<file path="src/rtl/flash_cmd_pkg.sv">
package flash_cmd_pkg;

    localparam int KEY_W = 15;

    localparam logic [KEY_W-1:0] KEY_ADDR = 15'h5555;
    localparam logic [KEY_W-1:0] ALT_ADDR = 15'h2AAA;

    localparam logic [7:0] B_UNL1  = 8'hAA;
    localparam logic [7:0] B_UNL2  = 8'h55;
    localparam logic [7:0] B_PGM   = 8'hA0;
    localparam logic [7:0] B_ERS   = 8'h80;
    localparam logic [7:0] B_CHIP  = 8'h10;
    localparam logic [7:0] B_SECT  = 8'h30;
    localparam logic [7:0] B_IDENT = 8'h90;
    localparam logic [7:0] B_EXIT  = 8'hF0;

    typedef enum logic [3:0] {
        ST_READ,
        ST_UNL1,
        ST_UNL2,
        ST_ERS_ARM,
        ST_ERS_UNL1,
        ST_ERS_UNL2,
        ST_PGM_ARG,
        ST_IDENT,
        ST_ID_UNL1,
        ST_ID_UNL2,
        ST_BUSY
    } dec_state_e;

    typedef enum logic [1:0] {
        OP_PROGRAM      = 2'b00,
        OP_CHIP_ERASE   = 2'b01,
        OP_SECTOR_ERASE = 2'b10
    } op_kind_e;

    typedef struct packed {
        logic at_key;
        logic at_alt;
        logic d_unl1;
        logic d_unl2;
        logic d_pgm;
        logic d_ers;
        logic d_chip;
        logic d_sect;
        logic d_ident;
        logic d_exit;
    } cyc_hit_t;

endpackage

</file>
<file path="src/rtl/flash_cyc_match.sv">
module flash_cyc_match
    import flash_cmd_pkg::*;
#(
    parameter int CMP_W  = KEY_W,
    parameter int DATA_W = 8
) (
    input  logic [CMP_W-1:0]  addr_low_i,
    input  logic [DATA_W-1:0] data_i,
    output cyc_hit_t          hit_o
);

    always_comb begin
        hit_o.at_key  = (addr_low_i == CMP_W'(KEY_ADDR));
        hit_o.at_alt  = (addr_low_i == CMP_W'(ALT_ADDR));
        hit_o.d_unl1  = (data_i == B_UNL1);
        hit_o.d_unl2  = (data_i == B_UNL2);
        hit_o.d_pgm   = (data_i == B_PGM);
        hit_o.d_ers   = (data_i == B_ERS);
        hit_o.d_chip  = (data_i == B_CHIP);
        hit_o.d_sect  = (data_i == B_SECT);
        hit_o.d_ident = (data_i == B_IDENT);
        hit_o.d_exit  = (data_i == B_EXIT);
    end

endmodule

</file>
<file path="src/rtl/flash_id_rom.sv">
module flash_id_rom #(
    parameter logic [6:0] MAKER_BASE = 7'h5A,
    parameter logic [6:0] DEV_BASE   = 7'h56
) (
    input  logic       en_i,
    input  logic [1:0] offset_i,
    output logic [7:0] code_o
);

    localparam logic [7:0] MAKER_CODE = {~(^MAKER_BASE), MAKER_BASE};
    localparam logic [7:0] DEV_CODE   = {~(^DEV_BASE), DEV_BASE};

    always_comb begin
        code_o = 8'h00;
        if (en_i) begin
            case (offset_i)
                2'd0:    code_o = MAKER_CODE;
                2'd1:    code_o = DEV_CODE;
                default: code_o = 8'h00;
            endcase
        end
    end

endmodule

</file>
<file path="src/rtl/flash_cmd_fsm.sv">
module flash_cmd_fsm
    import flash_cmd_pkg::*;
#(
    parameter int ADDR_W = 19,
    parameter int DATA_W = 8
) (
    input  logic              clk,
    input  logic              rst_n,
    input  logic              wr_stb_i,
    input  logic [ADDR_W-1:0] wr_addr_i,
    input  logic [DATA_W-1:0] wr_data_i,
    input  cyc_hit_t          hit_i,
    input  logic              op_done_i,
    output logic              start_o,
    output op_kind_e          op_o,
    output logic [ADDR_W-1:0] addr_o,
    output logic [DATA_W-1:0] data_o,
    output logic              busy_o,
    output logic              id_mode_o
);

    typedef struct packed {
        dec_state_e        st;
        logic              start;
        op_kind_e          op;
        logic [ADDR_W-1:0] addr;
        logic [DATA_W-1:0] data;
    } regs_t;

    localparam regs_t RESET_VAL = '{
        st:    ST_READ,
        start: 1'b0,
        op:    OP_PROGRAM,
        addr:  '0,
        data:  '0
    };

    regs_t r_d, r_q;

    logic unl1_ok, unl2_ok;
    assign unl1_ok = hit_i.at_key & hit_i.d_unl1;
    assign unl2_ok = hit_i.at_alt & hit_i.d_unl2;

    always_comb begin
        r_d       = r_q;
        r_d.start = 1'b0;
        case (r_q.st)
            ST_READ: begin
                if (wr_stb_i) r_d.st = unl1_ok ? ST_UNL1 : ST_READ;
            end
            ST_UNL1: begin
                if (wr_stb_i) r_d.st = unl2_ok ? ST_UNL2 : ST_READ;
            end
            ST_UNL2: begin
                if (wr_stb_i) begin
                    if (hit_i.at_key && hit_i.d_pgm)        r_d.st = ST_PGM_ARG;
                    else if (hit_i.at_key && hit_i.d_ers)   r_d.st = ST_ERS_ARM;
                    else if (hit_i.at_key && hit_i.d_ident) r_d.st = ST_IDENT;
                    else                                    r_d.st = ST_READ;
                end
            end
            ST_ERS_ARM: begin
                if (wr_stb_i) r_d.st = unl1_ok ? ST_ERS_UNL1 : ST_READ;
            end
            ST_ERS_UNL1: begin
                if (wr_stb_i) r_d.st = unl2_ok ? ST_ERS_UNL2 : ST_READ;
            end
            ST_ERS_UNL2: begin
                if (wr_stb_i) begin
                    r_d.st = ST_READ;
                    if (hit_i.at_key && hit_i.d_chip) begin
                        r_d.st    = ST_BUSY;
                        r_d.start = 1'b1;
                        r_d.op    = OP_CHIP_ERASE;
                        r_d.addr  = wr_addr_i;
                        r_d.data  = wr_data_i;
                    end else if (hit_i.d_sect) begin
                        r_d.st    = ST_BUSY;
                        r_d.start = 1'b1;
                        r_d.op    = OP_SECTOR_ERASE;
                        r_d.addr  = wr_addr_i;
                        r_d.data  = wr_data_i;
                    end
                end
            end
            ST_PGM_ARG: begin
                if (wr_stb_i) begin
                    r_d.st    = ST_BUSY;
                    r_d.start = 1'b1;
                    r_d.op    = OP_PROGRAM;
                    r_d.addr  = wr_addr_i;
                    r_d.data  = wr_data_i;
                end
            end
            ST_IDENT: begin
                if (wr_stb_i) begin
                    if (hit_i.d_exit)  r_d.st = ST_READ;
                    else if (unl1_ok)  r_d.st = ST_ID_UNL1;
                    else               r_d.st = ST_READ;
                end
            end
            ST_ID_UNL1: begin
                if (wr_stb_i) r_d.st = unl2_ok ? ST_ID_UNL2 : ST_READ;
            end
            ST_ID_UNL2: begin
                if (wr_stb_i) r_d.st = ST_READ;
            end
            ST_BUSY: begin
                if (op_done_i) r_d.st = ST_READ;
            end
            default: r_d.st = ST_READ;
        endcase
    end

    always_ff @(posedge clk) begin
        if (!rst_n) r_q <= RESET_VAL;
        else        r_q <= r_d;
    end

    assign start_o   = r_q.start;
    assign op_o      = r_q.op;
    assign addr_o    = r_q.addr;
    assign data_o    = r_q.data;
    assign busy_o    = (r_q.st == ST_BUSY);
    assign id_mode_o = (r_q.st == ST_IDENT) || (r_q.st == ST_ID_UNL1) ||
                       (r_q.st == ST_ID_UNL2);

endmodule

</file>
<file path="src/rtl/flash_cmd_decoder.sv">
module flash_cmd_decoder
    import flash_cmd_pkg::*;
#(
    parameter int ADDR_W = 19,
    parameter int DATA_W = 8
) (
    input  logic              clk,
    input  logic              rst_n,
    input  logic              wr_stb_i,
    input  logic [ADDR_W-1:0] wr_addr_i,
    input  logic [DATA_W-1:0] wr_data_i,
    input  logic              op_done_i,
    input  logic [1:0]        rd_offset_i,
    output logic              start_o,
    output logic [1:0]        op_code_o,
    output logic [ADDR_W-1:0] op_addr_o,
    output logic [DATA_W-1:0] op_data_o,
    output logic              busy_o,
    output logic              id_mode_o,
    output logic [7:0]        id_code_o
);

    cyc_hit_t hit;
    op_kind_e op_kind;

    flash_cyc_match #(
        .CMP_W  (KEY_W),
        .DATA_W (DATA_W)
    ) u_match (
        .addr_low_i (wr_addr_i[KEY_W-1:0]),
        .data_i     (wr_data_i),
        .hit_o      (hit)
    );

    flash_cmd_fsm #(
        .ADDR_W (ADDR_W),
        .DATA_W (DATA_W)
    ) u_fsm (
        .clk       (clk),
        .rst_n     (rst_n),
        .wr_stb_i  (wr_stb_i),
        .wr_addr_i (wr_addr_i),
        .wr_data_i (wr_data_i),
        .hit_i     (hit),
        .op_done_i (op_done_i),
        .start_o   (start_o),
        .op_o      (op_kind),
        .addr_o    (op_addr_o),
        .data_o    (op_data_o),
        .busy_o    (busy_o),
        .id_mode_o (id_mode_o)
    );

    flash_id_rom u_rom (
        .en_i     (id_mode_o),
        .offset_i (rd_offset_i),
        .code_o   (id_code_o)
    );

    assign op_code_o = op_kind;

endmodule

</file>
<file path="config.mk">
export PLATFORM = sky130hd
export DESIGN_NAME = flash_cmd_decoder
export DESIGN_NICKNAME = d
export VERILOG_FILES = /design/src/rtl/flash_cmd_pkg.sv /design/src/rtl/flash_cyc_match.sv /design/src/rtl/flash_id_rom.sv /design/src/rtl/flash_cmd_fsm.sv /design/src/rtl/flash_cmd_decoder.sv
export SDC_FILE = /design/constraint.sdc
export NUM_CORES = 1
export LEC_CHECK = 0
export ABC_AREA = 1
export BUFFER_PORTS_ARGS = -buffer_cell sky130_fd_sc_hd__buf_2
export CAP_MARGIN = 20
export CORE_MARGIN = 3
export CORE_UTILIZATION = 45
export DETAILED_ROUTE_END_ITERATION = 16
export GPL_TIMING_DRIVEN = 1
export PLACE_DENSITY = 0.77
export SLEW_MARGIN = 10
export SYNTH_ARGS = -nofsm -noshare
export SYNTH_HDL_FRONTEND = slang
export SYNTH_SLANG_ARGS = --single-unit
</file>
<file path="constraint.sdc">
create_clock -name clk -period 2.17 [get_ports clk]
set_clock_uncertainty 0.1 [all_clocks]
set_input_delay 0.5425 -clock clk [delete_from_list [all_inputs] [get_ports clk]]
set_output_delay 0.5425 -clock clk [all_outputs]
set_load 0.01 [all_outputs]
</file>
==> impl_results.md, run 1 <==
* Outcome: complete, no violations
* Post-synthesis instance total at around 300
* CP startpoint: u_fsm.r_q[33]$_SDFFE_PN0P_
* Synth cell types at 21
* Drt drc at 0
* Max clock buf depth at 2
* CP endpoint kind: primary output
* Setup crit start kind: flop
* Root buffer cell: clkbuf_8
* Yosys top cell by area: dfxtp_1
* Max-Cap Viols at 0
* Total CTS buffers at 5
* Setup CP Type: flop to primary output
* DIE HEIGHT at around 72 um
* Ant. Diodes at 0
* GRT overflow at 0
* Final net count at around 370
* CORE AREA at ~0.0041 mm2
* # IOs at 73
* Detailed Place HPWL at around 3500 um
* PD cells at 625 mW/mm2
* Final core occ at between 50% and 60%
* Final setup violation count at 0
* DIE AREA at 0.00522 mm2
* Worst-margin pin slew at ~0.6 ns
* FP Rows at 23
* # Post-CTS Setup Buffers at 0
* Crit path max fanout at 5
* Starting density of the core at around 48%
* Setup TNS at 0 ns
* Via/cell ratio at approximately 5.0
* Via Count at a little under 2k
* Htree depth at 2
* Largest net degree at the start of global routing at 37
* Pins Over Slew Limit at 0
* Required time of the critical path at 1.53 ns
* Most common cell after layout, fill and taps aside: buf_2
* # resized after CTS at 0
* Hold Vio Cnt, Final at 0
* Dpl cells at about 380
* Max VDD drop at 0.000343 V
* Mean Syn Cell Area at roughly 6.6 um2
* Antenna-violating nets left at 0
* CTS tree: done
* Crit path time final at 2.07 ns
* Fmax at around 0.48 GHz
* Synth Warn # at 0
* Design area at roughly 0.0023 mm2
* Routed length per instance at roughly 12 um
* HP Class: flop to flop
* Worst skew pair latency at between 0.2 and 0.3 ns
* Fin crit share at 95.2%
* Leakage Power at 1.11 nW
* Initial antenna violation count at 0
* Reg-to-reg startpoint: u_fsm.r_q[30]$_SDFFE_PN0P_
* Fin cells at around 400
* DR pass1 iterations at 4
* Largest cells by area after synthesis: dfxtp_1 34%, buf_4 13%, nand2_1 12%, a21oi_1 9.4%, nor2_1 8.4%
* Clock Sink Count at 34
* Power, Total at roughly 1.4 mW
* First-pass GRT wire length at around 7400 um
* Post-Synthesis Cell Area at 0.00197 mm2
* Clk pin slew, worst setup/hold paths at approximately 0.08 ns
* Sequential share of the synthesized area at about a third
* WL final at between 4000 and 5000 um
* Cell Area, Placed at around 0.0021 mm2
* Ratio of cells with drive above 1 in the final layout at between 20% and 30%
* Max-slew headroom at between 50% and 60%
* DIE WIDTH at around 72 um
* Post-cts hold buffer count at 0
* Synth top area share at around 34%
* DR iter-0 viols at 86
* IO buf count at 70
* Most frequent cells in the layout: 70 x buf_2, 62 x nand2_1, 44 x nor2_1
* #FFs+latches synth at 34
* RD Place Congestion at around 0.83
* All-layer global routing usage at a little under a fifth
* Startpoint of the worst hold path: u_fsm.addr_o[17]$_SDFFE_PN0P_
* Synth-to-layout area growth at 15.4%
* Critical path arrival at ~1.4 ns
* Vias in the first global route at ~1.7k
-- metal layers --
| layer | global-route usage (%) | part of all wire [%] |
|---|---|---|
| met5 | 0 | 0 |
| met4 | 9.39 | 2.6 |
| met3 | 4.16 | 8.4 |
| met2 | 28.7 | 46 |
| met1 | 23.0 | 43 |
-- path summary, 6_finish.rpt --
path / to / cells past startpoint / slack [ns]
setup reg to reg: u_fsm.addr_o[7]$_SDFFE_PN0P_ / 10 / 0.47
hold / removal: u_fsm.addr_o[17]$_SDFFE_PN0P_ / 2 / 0.36
setup / recovery: id_code_o[2] / 5 / 0.10
hold reg to reg: u_fsm.addr_o[17]$_SDFFE_PN0P_ / 2 / 0.36
-- sequential cells by signal, summed over array words and instances (netlist names) --
| register | count |
|---|---|
| u_fsm.addr_o | 19 |
| u_fsm.data_o | 8 |
| u_fsm.op_o | 2 |
| u_fsm.r_q | 4 |
| u_fsm.start_o | 1 |
-- critical path, stage by stage (launching register included) --
cell and delay [ns]:
dfxtp_2 0.39, inv_1 0.09, nor2_1 0.15, a21oi_1 0.14
nor3b_1 0.19, buf_2 0.16
-- cells in the mapped netlist --
cell / count
a21oi_1: 37
a21oi_2: 1
a21oi_4: 1
buf_2: 4
buf_4: 34
buf_6: 2
clkbuf_1: 3
clkinv_1: 1
conb_1: 1
dfxtp_1: 34
inv_1: 27
inv_2: 1
nand2_1: 62
nand2_2: 3
nand3_1: 26
nand4_1: 7
nor2_1: 44
nor2_4: 2
nor3_1: 4
nor3b_1: 1
o21ai_0: 4
-- stage by stage --
step,setup WS [ns],hold WS [ns]
after global routing,-0.0219,0.387
after floorplan,0.319,0.339
final,0.104,0.356
after detailed placement,0.121,0.349
after CTS,0.0143,0.361
after global placement,0.217,0.343
-- kinds of logic (layout without fill, tap and decap cells) --
| family | Yosys count | in the layout | synth area share [%] |
|---|---|---|---|
| other cells | 1 | 2 | 0.190 |
| compound gates | 43 | 43 | 11.7 |
| flops | 34 | 34 | 34.5 |
| buf+inv | 72 | 112 | 21.2 |
| simple gates | 149 | 149 | 32.5 |
-- where the power goes --
group,leakage (nW),internal (mW),switching (mW)
combinational,0.765,0.0320,0.0562
clock,0.0683,0.460,0.252
sequential,0.275,0.623,0.00000000209
total,1.11,1.12,0.308
-- final cells by class --
class / count / area [um2]
Fill cell: 418 / 1840
Multi-Input combinational cell: 194 / 883
Sequential cell: 34 / 684
Timing Repair Buffer: 75 / 400
Inverter: 29 / 109
Clock buffer: 5 / 68.8
Clock inverter: 3 / 68.8
Tap cell: 50 / 62.6
Power figures use the tool's default switching activity.
==> run 2: changes to the inputs <==
--- a/config.mk
+++ b/config.mk
@@ -8,11 +8,11 @@
 export ABC_AREA = 1
 export BUFFER_PORTS_ARGS = -buffer_cell sky130_fd_sc_hd__buf_2
 export CAP_MARGIN = 20
-export CORE_MARGIN = 3
-export CORE_UTILIZATION = 45
+export CORE_MARGIN = 2
+export CORE_UTILIZATION = 35
 export DETAILED_ROUTE_END_ITERATION = 16
 export GPL_TIMING_DRIVEN = 1
-export PLACE_DENSITY = 0.77
+export PLACE_DENSITY = 0.63
 export SLEW_MARGIN = 10
 export SYNTH_ARGS = -nofsm -noshare
 export SYNTH_HDL_FRONTEND = slang
==> impl_results.md, run 2 (synthesis results as in run 1) <==
* Outcome: complete, no violations
* Required time of the critical path at 1.53 ns
* Final net count at 372
* Clock Sink Count at 34
* Post-cts hold buffer count at 0
* Startpoint of the worst hold path: u_fsm.addr_o[10]$_SDFFE_PN0P_
* Top delay family on crit path: simple AND/OR/NAND/NOR gates
* Fin crit share at 94.8%
* Hold Vio Cnt, Final at 0
* Leakage Power at 1.08 nW
* Critical path arrival at 1.42 ns
* CP endpoint kind: primary output
* Detailed Place HPWL at around 3600 um
* CORE AREA at 0.00547 mm2
* Initial antenna violation count at 0
* Fin cells at slightly above 400
* Pins Over Slew Limit at 0
* Worst-margin pin slew at ~0.53 ns
* Setup WS pre-CTS at 0.112 ns
* Setup CP Type: flop to primary output
* Drt drc at 0
* Fill cell count at between 600 and 700
* GRT overflow at 0
* DIE HEIGHT at 79.1 um
* Setup crit start kind: flop
* Hold Path Sink: u_fsm.addr_o[10]$_SDFFE_PN0P_
* RD Place Congestion at 0.910
* Reg2Reg Depth at 10
* Crit-path max cell delay at 0.38 ns
* Worst Path Buf+Inv at 2
* Reg-to-reg startpoint: u_fsm.r_q[30]$_SDFFE_PN0P_
* DIE WIDTH at between 70 and 80 um
* DR pass1 iterations at 4
* Worst skew pair latency at around 0.28 ns
* Max clock buf depth at 2
* First-pass GRT wire length at about 7600 um
* CP Cell Sequence: inv_2, nor3_2, a21oi_2, nor3b_1, buf_2
* Via Count at ~1.9k
* Root buffer cell: clkbuf_8
* Antenna-violating nets left at 0
* FP Rows at 27
* Hold path depth at 2
* Crit path time final at between 2 and 2.5 ns
* Ratio of cells with drive above 1 in the final layout at between 20 and 30%
* Max reg flops at 19
* Crit path max-delay cell type: dfxtp_2
* # Post-CTS Setup Buffers at 0
* DR iter-0 viols at 70
* Vias in the first global route at ~1.7k
* Crit path max fanout at 5
* Most common cell after layout, fill and taps aside: buf_2
* IO buf count at 70
* PD cells at 509 mW/mm2
* Via/cell ratio at ~4.6
* CTS tree: done
* All-layer global routing usage at between 15 and 20%
* Fmax at 0.486 GHz
* Max VDD drop at roughly 0.00032 V
* HP Class: flop to flop
* Cell Area, Placed at ~0.0022 mm2
* Starting density of the core at between 30% and 40%
* Fin worst setup slack at approximately 0.11 ns
* # IOs at 73
* Clk pin slew, worst setup/hold paths at roughly 0.07 ns
* Routed length per instance at about 11 um
* Final setup violation count at 0
* Max-slew headroom at 64.1%
* Htree depth at 2
* Dpl cells at between 400 and 500
* Setup TNS at 0 ns
* Most frequent cells in the layout: 70 x buf_2, 62 x nand2_1, 42 x nor2_1
* Largest net degree at the start of global routing at 40
* Design area at about 0.0023 mm2
* Ant. Diodes at 0
* Total CTS buffers at 5
* Synth-to-layout area growth at 14.3%
* DIE AREA at ~0.0063 mm2
* Critical R2R Capture: u_fsm.addr_o[1]$_SDFFE_PN0P_
* Setup slack, reg-to-reg at about 0.48 ns
* RSZ-0062 raised after global routing: no
* Max-Cap Viols at 0
* WL final at approximately 4700 um
==> run 2: how the worst max path moves through the flow <==
stage                               startpoint                           end  slack, ns  cells after the start
floorplan           u_fsm.r_q[32]$_SDFFE_PN0P_                  id_code_o[4]       0.32                      5
global route        u_fsm.r_q[30]$_SDFFE_PN0P_                  id_code_o[2]       0.03                      5
CTS                 u_fsm.r_q[32]$_SDFFE_PN0P_                  id_code_o[2]       0.03                      5
global placement                  wr_addr_i[3]  u_fsm.addr_o[1]$_SDFFE_PN0P_       0.11                     13
finish              u_fsm.r_q[32]$_SDFFE_PN0P_                  id_code_o[2]       0.11                      5
detailed placement                wr_addr_i[3]  u_fsm.addr_o[1]$_SDFFE_PN0P_       0.11                     13
==> run 2: area by class of cell <==
class / instances / area, um2 / area share (%)
repair buffers: 75 / 400 / 17.8
inverters: 29 / 109 / 4.83
multi-input cells: 194 / 892 / 39.6
clock buffers: 5 / 68.8 / 3.05
flip-flops and latches: 34 / 684 / 30.4
clock inverters: 2 / 10.0 / 0.444
well taps: 72 / 90.1 / 4.00
==> run 2: metrics by stage <==
step | hold WS (ns) | utilization, % | total power, mW
2_1_floorplan | 0.339 | - | 0.677
3_3_place_gp | 0.345 | 39.4 | 0.727
3_5_place_dp | 0.350 | 39.4 | 0.727
4_1_cts | 0.360 | 41.0 | 1.17
5_1_grt | 0.377 | 41.2 | 1.20
6_report | 0.360 | 41.2 | 1.15
==> run 2: what timing repair did <==
action / CTS / global route
gates resized for setup: 2 / 5
pin swaps: 0 / 0
hold endpoints to repair: 0 / 0
setup endpoints to repair: 5 / 6
==> run 2: worst reg2reg max path, stage by stage, from the launching register on <==
cell and delay [ns]:
dfxtp_1 0.37, inv_1 0.07, nor2_1 0.18, nand2_2 0.13, a21oi_2 0.13, nand2_2 0.07
nand2_2 0.08, buf_12 0.19, nor2_1 0.09, a21oi_1 0.12, nor2_1 0.05
==> run 2: per-layer routing <==
layer,vias to the layer above,global-route usage (%),routed length [um]
met4,0,4.14,34
met3,4,3.18,370
met1,833,20.7,2230
met5,-,0,0
li1,993,-,-
met2,71,24.2,2060
==> run 2: power by group <==
part           switching (mW)  leakage (nW)  internal [mW]  total, mW
logic                  0.0560         0.765         0.0332     0.0892
registers       0.00000000184         0.275          0.624      0.624
clock network           0.219        0.0438          0.215      0.434
total                   0.275          1.08          0.872       1.15
==> run 3: changes to the inputs <==
--- a/config.mk
+++ b/config.mk
@@ -9,10 +9,10 @@
 export BUFFER_PORTS_ARGS = -buffer_cell sky130_fd_sc_hd__buf_2
 export CAP_MARGIN = 20
 export CORE_MARGIN = 2
-export CORE_UTILIZATION = 35
+export CORE_UTILIZATION = 49
 export DETAILED_ROUTE_END_ITERATION = 16
 export GPL_TIMING_DRIVEN = 1
-export PLACE_DENSITY = 0.63
+export PLACE_DENSITY = 0.82
 export SLEW_MARGIN = 10
 export SYNTH_ARGS = -nofsm -noshare
 export SYNTH_HDL_FRONTEND = slang
==> impl_results.md, run 3 (synthesis results as in run 1) <==
* Starting density of the core at roughly half
* # IOs at 73
* Outcome: complete, no violations
* Total CTS buffers at 5
* Setup TNS at 0 ns
* Setup crit start kind: flop
* Max clock buf depth at 2
* Fin crit share at between 90 and 100%
* Final setup violation count at 0
* Critical R2R Capture: u_fsm.data_o[5]$_SDFFE_PN0P_
* Ratio of cells with drive above 1 in the final layout at between 20 and 30%
* Fmax at around 0.48 GHz
* First-pass GRT wire length at 6940 um
* IO buf count at 70
* Reg-to-reg startpoint: u_fsm.r_q[30]$_SDFFE_PN0P_
* Max-Cap Viols at 0
* Pins Over Slew Limit at 0
* GR peak layer: met2
* DR pass1 iterations at 4
* GR met2 Demand/Resource at 32.9%
* Initial antenna violation count at 0
* Hold Path Sink: u_fsm.addr_o[10]$_SDFFE_PN0P_
* Routed length per instance at approximately 12 um
* RD Place Congestion at 0.936
* Leakage Power at 1.10 nW
* Power, Total at ~1.3 mW
* Root buffer cell: clkbuf_8
* FP Rows at 23
* CP Cell Sequence: nand2_1, nor3_2, a21oi_2, nor3b_1, buf_2
* Crit path max fanout at 6
* Ant. Diodes at 0
* Met1 usage at ~25%
* CP endpoint kind: primary output
* Htree depth at 2
* Worst-margin pin slew at 0.548 ns
* DIE AREA at 0.00455 mm2
* Largest net degree at the start of global routing at 35
* CP startpoint: u_fsm.r_q[31]$_SDFFE_PN0P_
* Critical path arrival at roughly 1.4 ns
* Clock Sink Count at 34
* Reg2Reg Depth at 10
* Antenna-violating nets left at 0
* Worst skew pair latency at between 0.2 and 0.3 ns
* Max-slew headroom at 63.1%
* Design area at ~0.0023 mm2
* Synth-to-layout area growth at 14.6%
* Detailed Place HPWL at roughly 3400 um
* Crit path time final at 2.07 ns
* DIE HEIGHT at approximately 67 um
* Via/cell ratio at between 4 and 5
* Max VDD drop at 0.000271 V
* WL final at ~4600 um
* Most frequent cells in the layout: 70 x buf_2, 62 x nand2_1, 43 x nor2_1
* Fin cells at just under 400
* Vias in the first global route at between 1.5k and 2k
* Via Count at 1904
* Final net count at around 370
* CORE AREA at between 0.003 and 0.004 mm2
* Cell Area, Placed at between 0.002 and 0.0025 mm2
* Max reg flops at 19
* Drt drc at 0
* Hold path depth at 2
* PD cells at between 500 and 600 mW/mm2
* DIE WIDTH at between 60 and 70 um
* Dpl cells at approximately 380
* Hold Vio Cnt, Final at 0
* All-layer global routing usage at 20.6%
* CTS tree: done
* Crit path max-delay cell type: dfxtp_2
* Required time of the critical path at roughly 1.5 ns
* Setup WS pre-CTS at approximately 0.13 ns
* Fill cell count at approximately 370
* Crit-path max cell delay at 0.38 ns
* Most common cell after layout, fill and taps aside: buf_2
* Fin worst setup slack at a little under 0.1 ns
* Post-cts hold buffer count at 0
* RSZ-0062 raised after global routing: no
* Grt met3 use at between 4 and 5%
* Clk pin slew, worst setup/hold paths at 0.08 ns
* Setup slack, reg-to-reg at roughly 0.48 ns
* Startpoint of the worst hold path: u_fsm.addr_o[10]$_SDFFE_PN0P_
* Final core occ at about 57%
* DR iter-0 viols at approximately 90
* WHS at around 0.36 ns
* GRT overflow at 0
* Setup CP Type: flop to primary output
* HP Class: flop to flop
[run 3: routing by layer]
| layer | up-vias | part of all wire [%] | wire, um |
|---|---|---|---|
| met5 | - | 0 | 0 |
| met4 | 0 | 2.8 | 128 |
| met3 | 13 | 6.5 | 299 |
| met2 | 72 | 45 | 2080 |
| met1 | 821 | 45 | 2080 |
| li1 | 998 | - | - |
[run 3: critical path, delay by kind of cell (launching register included)]
family | cells | cell delay (ns)
flip-flops | 1 | 0.38
AND/OR/NAND/NOR | 3 | 0.51
buffers and inverters | 1 | 0.15
AO/OA/AOI/OAI | 1 | 0.09
[run 3: how the worst max path moves through the flow]
stage	end	slack, ns	depth (start not counted)
finish	id_code_o[2]	0.1	5
global route	id_code_o[2]	0.001	5
CTS	id_code_o[7]	0.01	5
detailed placement	u_fsm.addr_o[7]$_SDFFE_PN0P_	0.13	10
global placement	u_fsm.addr_o[3]$_SDFFE_PN0P_	0.18	12
floorplan	id_code_o[4]	0.32	5
[run 3: area by class of cell]
class / count / area [um2] / share of cell area, %
Sequential cell: 34 / 686 / 30.3
Tap cell: 50 / 62.6 / 2.77
Multi-Input combinational cell: 194 / 890 / 39.3
Timing Repair Buffer: 77 / 403 / 17.8
Clock inverter: 1 / 30.0 / 1.33
Clock buffer: 6 / 82.6 / 3.65
Inverter: 29 / 109 / 4.81
[run 3: what timing repair did]
item,in CTS,in global routing
gates resized for setup,1,6
setup endpoints to repair,5,6
pin swaps,0,2
buffers inserted,0,1
[run 3: power by group]
part           internal [mW]  switching (mW)
clock network          0.367           0.237
logic                 0.0332          0.0562
registers              0.624   0.00000000208
